===== config.mk =====
export PLATFORM = sky130hd
export DESIGN_NAME = flood_tree_node
export DESIGN_NICKNAME = d
export VERILOG_FILES = /design/src/rtl/ftn_pkg.sv /design/src/rtl/ftn_link_rx.sv /design/src/rtl/ftn_low_pick.sv /design/src/rtl/ftn_link_tx.sv /design/src/rtl/flood_tree_node.sv
export SDC_FILE = /design/constraint.sdc
export NUM_CORES = 1
export LEC_CHECK = 0
export CAP_MARGIN = 0
export CORE_UTILIZATION = 38
export CTS_CLUSTER_SIZE = 10
export DETAILED_ROUTE_END_ITERATION = 12
export GPL_ROUTABILITY_DRIVEN = 0
export PLACE_DENSITY_LB_ADDON = 0.3
export SLEW_MARGIN = 20
export SYNTH_ARGS = -nofsm -noshare
export SYNTH_HDL_FRONTEND = slang
export SYNTH_SLANG_ARGS = --single-unit

===== constraint.sdc =====
create_clock -name clk -period 2.3 [get_ports clk]
set_clock_uncertainty 0.05 [all_clocks]
set_input_delay 0.23 -clock clk [delete_from_list [all_inputs] [get_ports clk]]
set_output_delay 0.23 -clock clk [all_outputs]
set_load 0.1 [all_outputs]

===== src/rtl/ftn_pkg.sv =====
package ftn_pkg;

    localparam int KIND_W = 2;

    typedef enum logic [KIND_W-1:0] {
        MSG_NONE  = 2'b00,
        MSG_FLOOD = 2'b01,
        MSG_CLAIM = 2'b10
    } msg_kind_e;

endpackage


===== src/rtl/ftn_link_rx.sv =====
module ftn_link_rx
    import ftn_pkg::*;
#(
    parameter int ID_W = 8,
    localparam int MSG_W = ID_W + KIND_W
) (
    input  logic             vld,
    input  logic [MSG_W-1:0] msg,
    input  logic             en,
    input  logic [ID_W-1:0]  cur_id,
    output logic             flood_hit,
    output logic             claim_hit
);
    logic [KIND_W-1:0] kind;
    logic              id_match;
    logic              live;

    always_comb begin
        kind      = msg[MSG_W-1:ID_W];
        id_match  = (msg[ID_W-1:0] == cur_id);
        live      = vld && en && id_match;
        flood_hit = live && (kind == MSG_FLOOD);
        claim_hit = live && (kind == MSG_CLAIM);
    end
endmodule


===== src/rtl/ftn_low_pick.sv =====
module ftn_low_pick #(
    parameter int NL = 4,
    localparam int PW = (NL > 1) ? $clog2(NL) : 1
) (
    input  logic [NL-1:0] req,
    output logic          any,
    output logic [PW-1:0] idx
);
    always_comb begin
        any = |req;
        idx = '0;
        for (int i = NL - 1; i >= 0; i--) begin
            if (req[i]) idx = PW'(i);
        end
    end
endmodule


===== src/rtl/ftn_link_tx.sv =====
module ftn_link_tx
    import ftn_pkg::*;
#(
    parameter int ID_W = 8,
    localparam int MSG_W = ID_W + KIND_W
) (
    input  logic             send_flood,
    input  logic             send_claim,
    input  logic [ID_W-1:0]  cur_id,
    output logic             vld,
    output logic [MSG_W-1:0] msg
);
    always_comb begin
        vld = send_flood || send_claim;
        if (send_claim)      msg = {MSG_CLAIM, cur_id};
        else if (send_flood) msg = {MSG_FLOOD, cur_id};
        else                 msg = '0;
    end
endmodule


===== src/rtl/flood_tree_node.sv =====
module flood_tree_node
    import ftn_pkg::*;
#(
    parameter int NL   = 4,
    parameter int ID_W = 8,
    localparam int MSG_W = ID_W + KIND_W,
    localparam int PW    = (NL > 1) ? $clog2(NL) : 1
) (
    input  logic                       clk,
    input  logic                       rst_n,
    input  logic [NL-1:0]              link_en,
    input  logic                       anchor_sel,
    input  logic [ID_W-1:0]            bcast_id,
    input  logic [NL-1:0]              in_vld,
    input  logic [NL-1:0][MSG_W-1:0]   in_msg,
    output logic [NL-1:0]              out_vld,
    output logic [NL-1:0][MSG_W-1:0]   out_msg,
    output logic                       seen,
    output logic                       has_parent,
    output logic [PW-1:0]              parent_port,
    output logic [NL-1:0]              child_mask
);
    typedef struct packed {
        logic            seen;
        logic            has_par;
        logic [PW-1:0]   par;
        logic [NL-1:0]   kids;
        logic [ID_W-1:0] id;
        logic [NL-1:0]   fl;
        logic [NL-1:0]   cl;
    } node_st_t;

    node_st_t st_d, st_q;

    logic [NL-1:0] flood_hit, claim_hit;
    logic          flood_any;
    logic [PW-1:0] pick_idx;
    logic [NL-1:0] pick_oh, par_oh;
    logic          new_id;

    // receive side: one decoder per link
    for (genvar g = 0; g < NL; g++) begin : g_rx
        ftn_link_rx #(.ID_W(ID_W)) i_rx (
            .vld       (in_vld[g]),
            .msg       (in_msg[g]),
            .en        (link_en[g]),
            .cur_id    (st_q.id),
            .flood_hit (flood_hit[g]),
            .claim_hit (claim_hit[g])
        );
    end

    ftn_low_pick #(.NL(NL)) i_pick (
        .req (flood_hit),
        .any (flood_any),
        .idx (pick_idx)
    );

    always_comb begin
        new_id  = (bcast_id != st_q.id);
        pick_oh = NL'(1) << pick_idx;
        par_oh  = st_q.has_par ? (NL'(1) << st_q.par) : '0;

        st_d    = st_q;
        st_d.fl = '0;
        st_d.cl = '0;

        if (new_id) begin
            st_d.id      = bcast_id;
            st_d.seen    = 1'b0;
            st_d.has_par = 1'b0;
            st_d.par     = '0;
            st_d.kids    = '0;
        end else if (!st_q.seen && anchor_sel) begin
            st_d.seen    = 1'b1;
            st_d.has_par = 1'b0;
            st_d.fl      = link_en;
        end else if (!st_q.seen && flood_any) begin
            st_d.seen    = 1'b1;
            st_d.has_par = 1'b1;
            st_d.par     = pick_idx;
            st_d.fl      = link_en & ~pick_oh;
            st_d.cl      = link_en & pick_oh;
        end else if (st_q.seen) begin
            st_d.kids    = st_q.kids | (claim_hit & ~par_oh);
        end
    end

    always_ff @(posedge clk) begin
        if (!rst_n) st_q <= '0;
        else        st_q <= st_d;
    end

    // transmit side: one encoder per link
    for (genvar g = 0; g < NL; g++) begin : g_tx
        ftn_link_tx #(.ID_W(ID_W)) i_tx (
            .send_flood (st_q.fl[g]),
            .send_claim (st_q.cl[g]),
            .cur_id     (st_q.id),
            .vld        (out_vld[g]),
            .msg        (out_msg[g])
        );
    end

    assign seen        = st_q.seen;
    assign has_parent  = st_q.has_par;
    assign parent_port = st_q.par;
    assign child_mask  = st_q.kids;

    // flood words seen at the output ports
    logic [NL-1:0] out_flood;
    for (genvar g = 0; g < NL; g++) begin : g_of
        assign out_flood[g] = out_vld[g] && (out_msg[g][MSG_W-1:ID_W] == MSG_FLOOD);
    end

    AST_DISABLED_QUIET: assert property (@(posedge clk) disable iff (!rst_n)
        (out_vld & ~$past(link_en)) == '0);

    AST_FORWARD_ONCE: assert property (@(posedge clk) disable iff (!rst_n)
        (|out_flood) |-> $rose(seen));

    AST_NO_ECHO: assert property (@(posedge clk) disable iff (!rst_n)
        ((|out_flood) && has_parent) |-> !out_flood[parent_port]);

    AST_ANCHOR_ROOT: assert property (@(posedge clk) disable iff (!rst_n)
        ($rose(seen) && $past(anchor_sel)) |-> !has_parent);

    AST_NEW_ID_CLEARS: assert property (@(posedge clk) disable iff (!rst_n)
        (bcast_id != st_q.id) |=> (!seen && !has_parent && child_mask == '0));

    AST_CHILD_NOT_PARENT: assert property (@(posedge clk) disable iff (!rst_n)
        has_parent |-> !child_mask[parent_port]);
endmodule


==> summary.md <==
| Metric | Value |
|---|---|
| Rows | `24` |
| Fin crit share | `around 85%` |
| Crit start category | `flop` |
| Critical path arrival | `2.10 ns` |
| Pre-CTS setup slack | `0.243 ns` |
| I/O pins | `111` |
| Ys flop type | `dfxtp_1` |
| Fmax | `0.510 GHz` |
| Synth area leaders | `dfxtp_1 (26%), xor2_1 (17%), nor2b_1 (13%), buf_4 (4.5%), nor2_1 (3.7%)` |
| First-pass GRT wire length | `8.31 mm` |
| Hold Fails Final Rpt | `0` |
| Cells along the critical path | `xor2_1 -> nor4_1 -> nand4_1 -> nand2b_1 -> nor3b_1` |
| Static Leakage | `about 1.2 nW` |
| Pwr dens | `369 nW/um2` |
| Min-delay src | `child_mask[1]$_SDFFE_PP0P_` |
| Initial antenna violation count | `0` |
| Full die area | `5130 um2` |
| FILL cells | `393` |
| Reg clk slew, reported paths | `around 0.090 ns` |
| Drt drc | `0` |
| Library cells used by synthesis | `38` |
| GR Overflow Total | `0` |
| DP Wirelength | `4.41 mm` |
| Port Buffer Count | `110` |
| Critical Path RT | `between 2 and 2.5 ns` |
| Die width | `between 70 and 80 um` |
| Worst R2R Start | `st_q[10]$_SDFFE_PN0P_` |
| Detail Route Antenna Nets | `0` |
| Worst rel slew slack | `58.0%` |
| Worst setup path category | `reg -> reg` |
| Dpl cell area | `2790 um2` |
| Post-Layout Inst Area | `2860 um2` |
| # hold bufs at CTS | `0` |
| Synth top area share | `26.1%` |
| Initial core utilization | `40.9%` |
| Post-synthesis register bit count | `24` |
| Syn Area/Cell | `~8.4 um2` |
| Final critical-path required period | `1.96 ns` |
| Largest net degree at the start of global routing | `15` |
| Setup crit start | `st_q[10]$_SDFFE_PN0P_` |
| CP delay by family, top | `simple AND/OR/NAND/NOR gates` |
| Run status | `complete, no violations` |
| CTS tree | `done` |
| Max stage delay on crit path | `approximately 0.60 ns` |
| Syn Nets | `roughly 280` |
| DIE HEIGHT | `slightly above 70 um` |
| Max Root-Sink Buffers | `2` |
| Slew Limit Fails | `0` |
| Root Driver | `clkbuf_8` |
| DR pass1 iterations | `4` |
| WL per Instance | `14.3 um` |
| Share of layout cells above drive strength 1 | `23.6%` |
| Area Overhead vs Synth | `55.5%` |
| Final setup margin | `0.338 ns` |
| Starting DRC count in detailed routing | `25` |
| Gr usage total | `21.1%` |
| Hold WC Path Type | `reg -> reg` |
| Setup TNS | `0 ns` |
| CP max-delay cell | `dfxtp_1` |
| Post CTS Setup Buffer Count | `0` |
| H-tree levels | `1` |
| CORE AREA | `4500 um2` |
| CTS Sinks | `24` |
| CTS Buf Count | `3` |
| Post-synth EDFFs | `0` |
| # nets final | `382` |
| Async S/R FF share, synth | `0%` |
| Cells after Synth | `219` |
| Total Wirelength | `5.34 mm` |
| Number of diodes | `0` |
| MaxCap Viol Count | `0` |
| Least-Margin Pin Slew | `around 0.63 ns` |
| Clock latency on the worst-skew pair | `0.27 ns` |
| Multi-input gate area | `1190 um2` |
| Register area | `480 um2` |
| RSZ-0062 raised after global routing | `no` |
| Vias | `1,823` |
| Syn Std Cell Area | `1840 um2` |
| Worst hold margin | `about 0.4 ns` |
| Sequential area share after synthesis | `26.1%` |
| Setup violators final | `0` |
| Buf+Inv Stages, Crit Path | `0` |
| Crit path max fanout | `9` |
| Max VDD drop | `between 0.2 and 0.25 mV` |
| Vias in the first global route | `1,712` |
| Cell accounting for the most synthesized area | `dfxtp_1` |
| Via/cell ratio | `4.87` |
| Post-cts sizing count | `0` |
| Crit. End Element | `flop` |
| YS warnings | `0` |
-- layout by cell type, fill, tap and decap left out, types with 2 or more instances in the layout --
cell / netlist / final
xnor2_1: 5 / 5
xor2_1: 35 / 35
nor4_1: 2 / 2
nor2_1: 18 / 18
clkdlybuf4s50_1: 0 / 58
clkbuf_8: 0 / 3
a21oi_1: 6 / 6
a221oi_2: 2 / 2
buf_4: 11 / 58
nand2_1: 13 / 13
a211oi_1: 2 / 2
nor4_4: 3 / 3
dfxtp_1: 24 / 24
nand4_1: 3 / 3
nor2b_1: 39 / 39
nor3b_1: 2 / 2
nand2b_1: 4 / 4
nor3_1: 8 / 8
a31oi_1: 2 / 2
and2_1: 8 / 8
inv_1: 9 / 9
-- routing by layer --
metal  wire length, um  track usage (%)  part of all wire [%]  vias up
met4                45             5.23                  0.84        0
met3               429             4.08                   8.0        4
met2              2590             39.5                    48       93
met5                 0                0                     0        -
met1              2280             24.7                    43      809
li1                  -                -                     -      917
-- layout make-up --
class                      instances  share of cell area (%)
clock buffer                       3                    1.44
clock inverter                     1                    1.05
inverter                           9                    1.18
multi-input combinational        169                    41.8
sequential                        24                    16.8
tap                               52                    2.27
timing repair buffer             116                    35.5
-- metrics by stage --
stage / instances / util, % / power, mW
after detailed placement: 370 / 61.9 / 0.695
after floorplan: 219 / - / 0.561
after global placement: 370 / 61.9 / 0.690
final: 374 / 63.5 / 1.06
after CTS: 374 / 63.5 / 1.06
after global routing: 374 / 63.5 / 1.09
-- worst paths after layout --
path	endpoint	slack [ns]	depth (start not counted)
setup reg to reg	st_q[4]$_SDFF_PP0_	0.34	5
setup / recovery	st_q[4]$_SDFF_PP0_	0.34	5
hold reg to reg	child_mask[1]$_SDFFE_PP0P_	0.41	2
hold / removal	child_mask[1]$_SDFFE_PP0P_	0.41	2
-- flip-flops by register name, summed over array words and instances (netlist names) --
signal and cells:
parent_port 2, st_q 16, has_parent 1, seen 1
child_mask 4
-- cell families after synthesis --
family,share of synthesized area (%)
simple gates,39.0
flops,26.1
buf+inv,8.97
xor+xnor,19.0
compound gates,6.93
-- Yosys cell counts, types with 3 or more instances --
cell type,n
xnor2_1,5
nor3_1,8
a21oi_1,6
buf_2,3
nand2_1,13
nand4_1,3
nor4_4,3
buf_4,11
dfxtp_1,24
inv_1,9
and2_1,8
nand2b_1,4
buf_6,3
nor2b_1,39
xor2_1,35
nor2_1,18
-- worst reg2reg max path: stages (launching register included) --
cell	delay, ns
dfxtp_1	0.60
xor2_1	0.13
nor4_1	0.30
nand4_1	0.30
nand2b_1	0.29
nor3b_1	0.23
-- power by group --
part | internal, mW | switching, mW
combinational | 0.147 | 0.0946
clock | 0.233 | 0.140
sequential | 0.423 | 0.0195
total | 0.802 | 0.254
No activity file was read; power rests on OpenSTA's default activity.
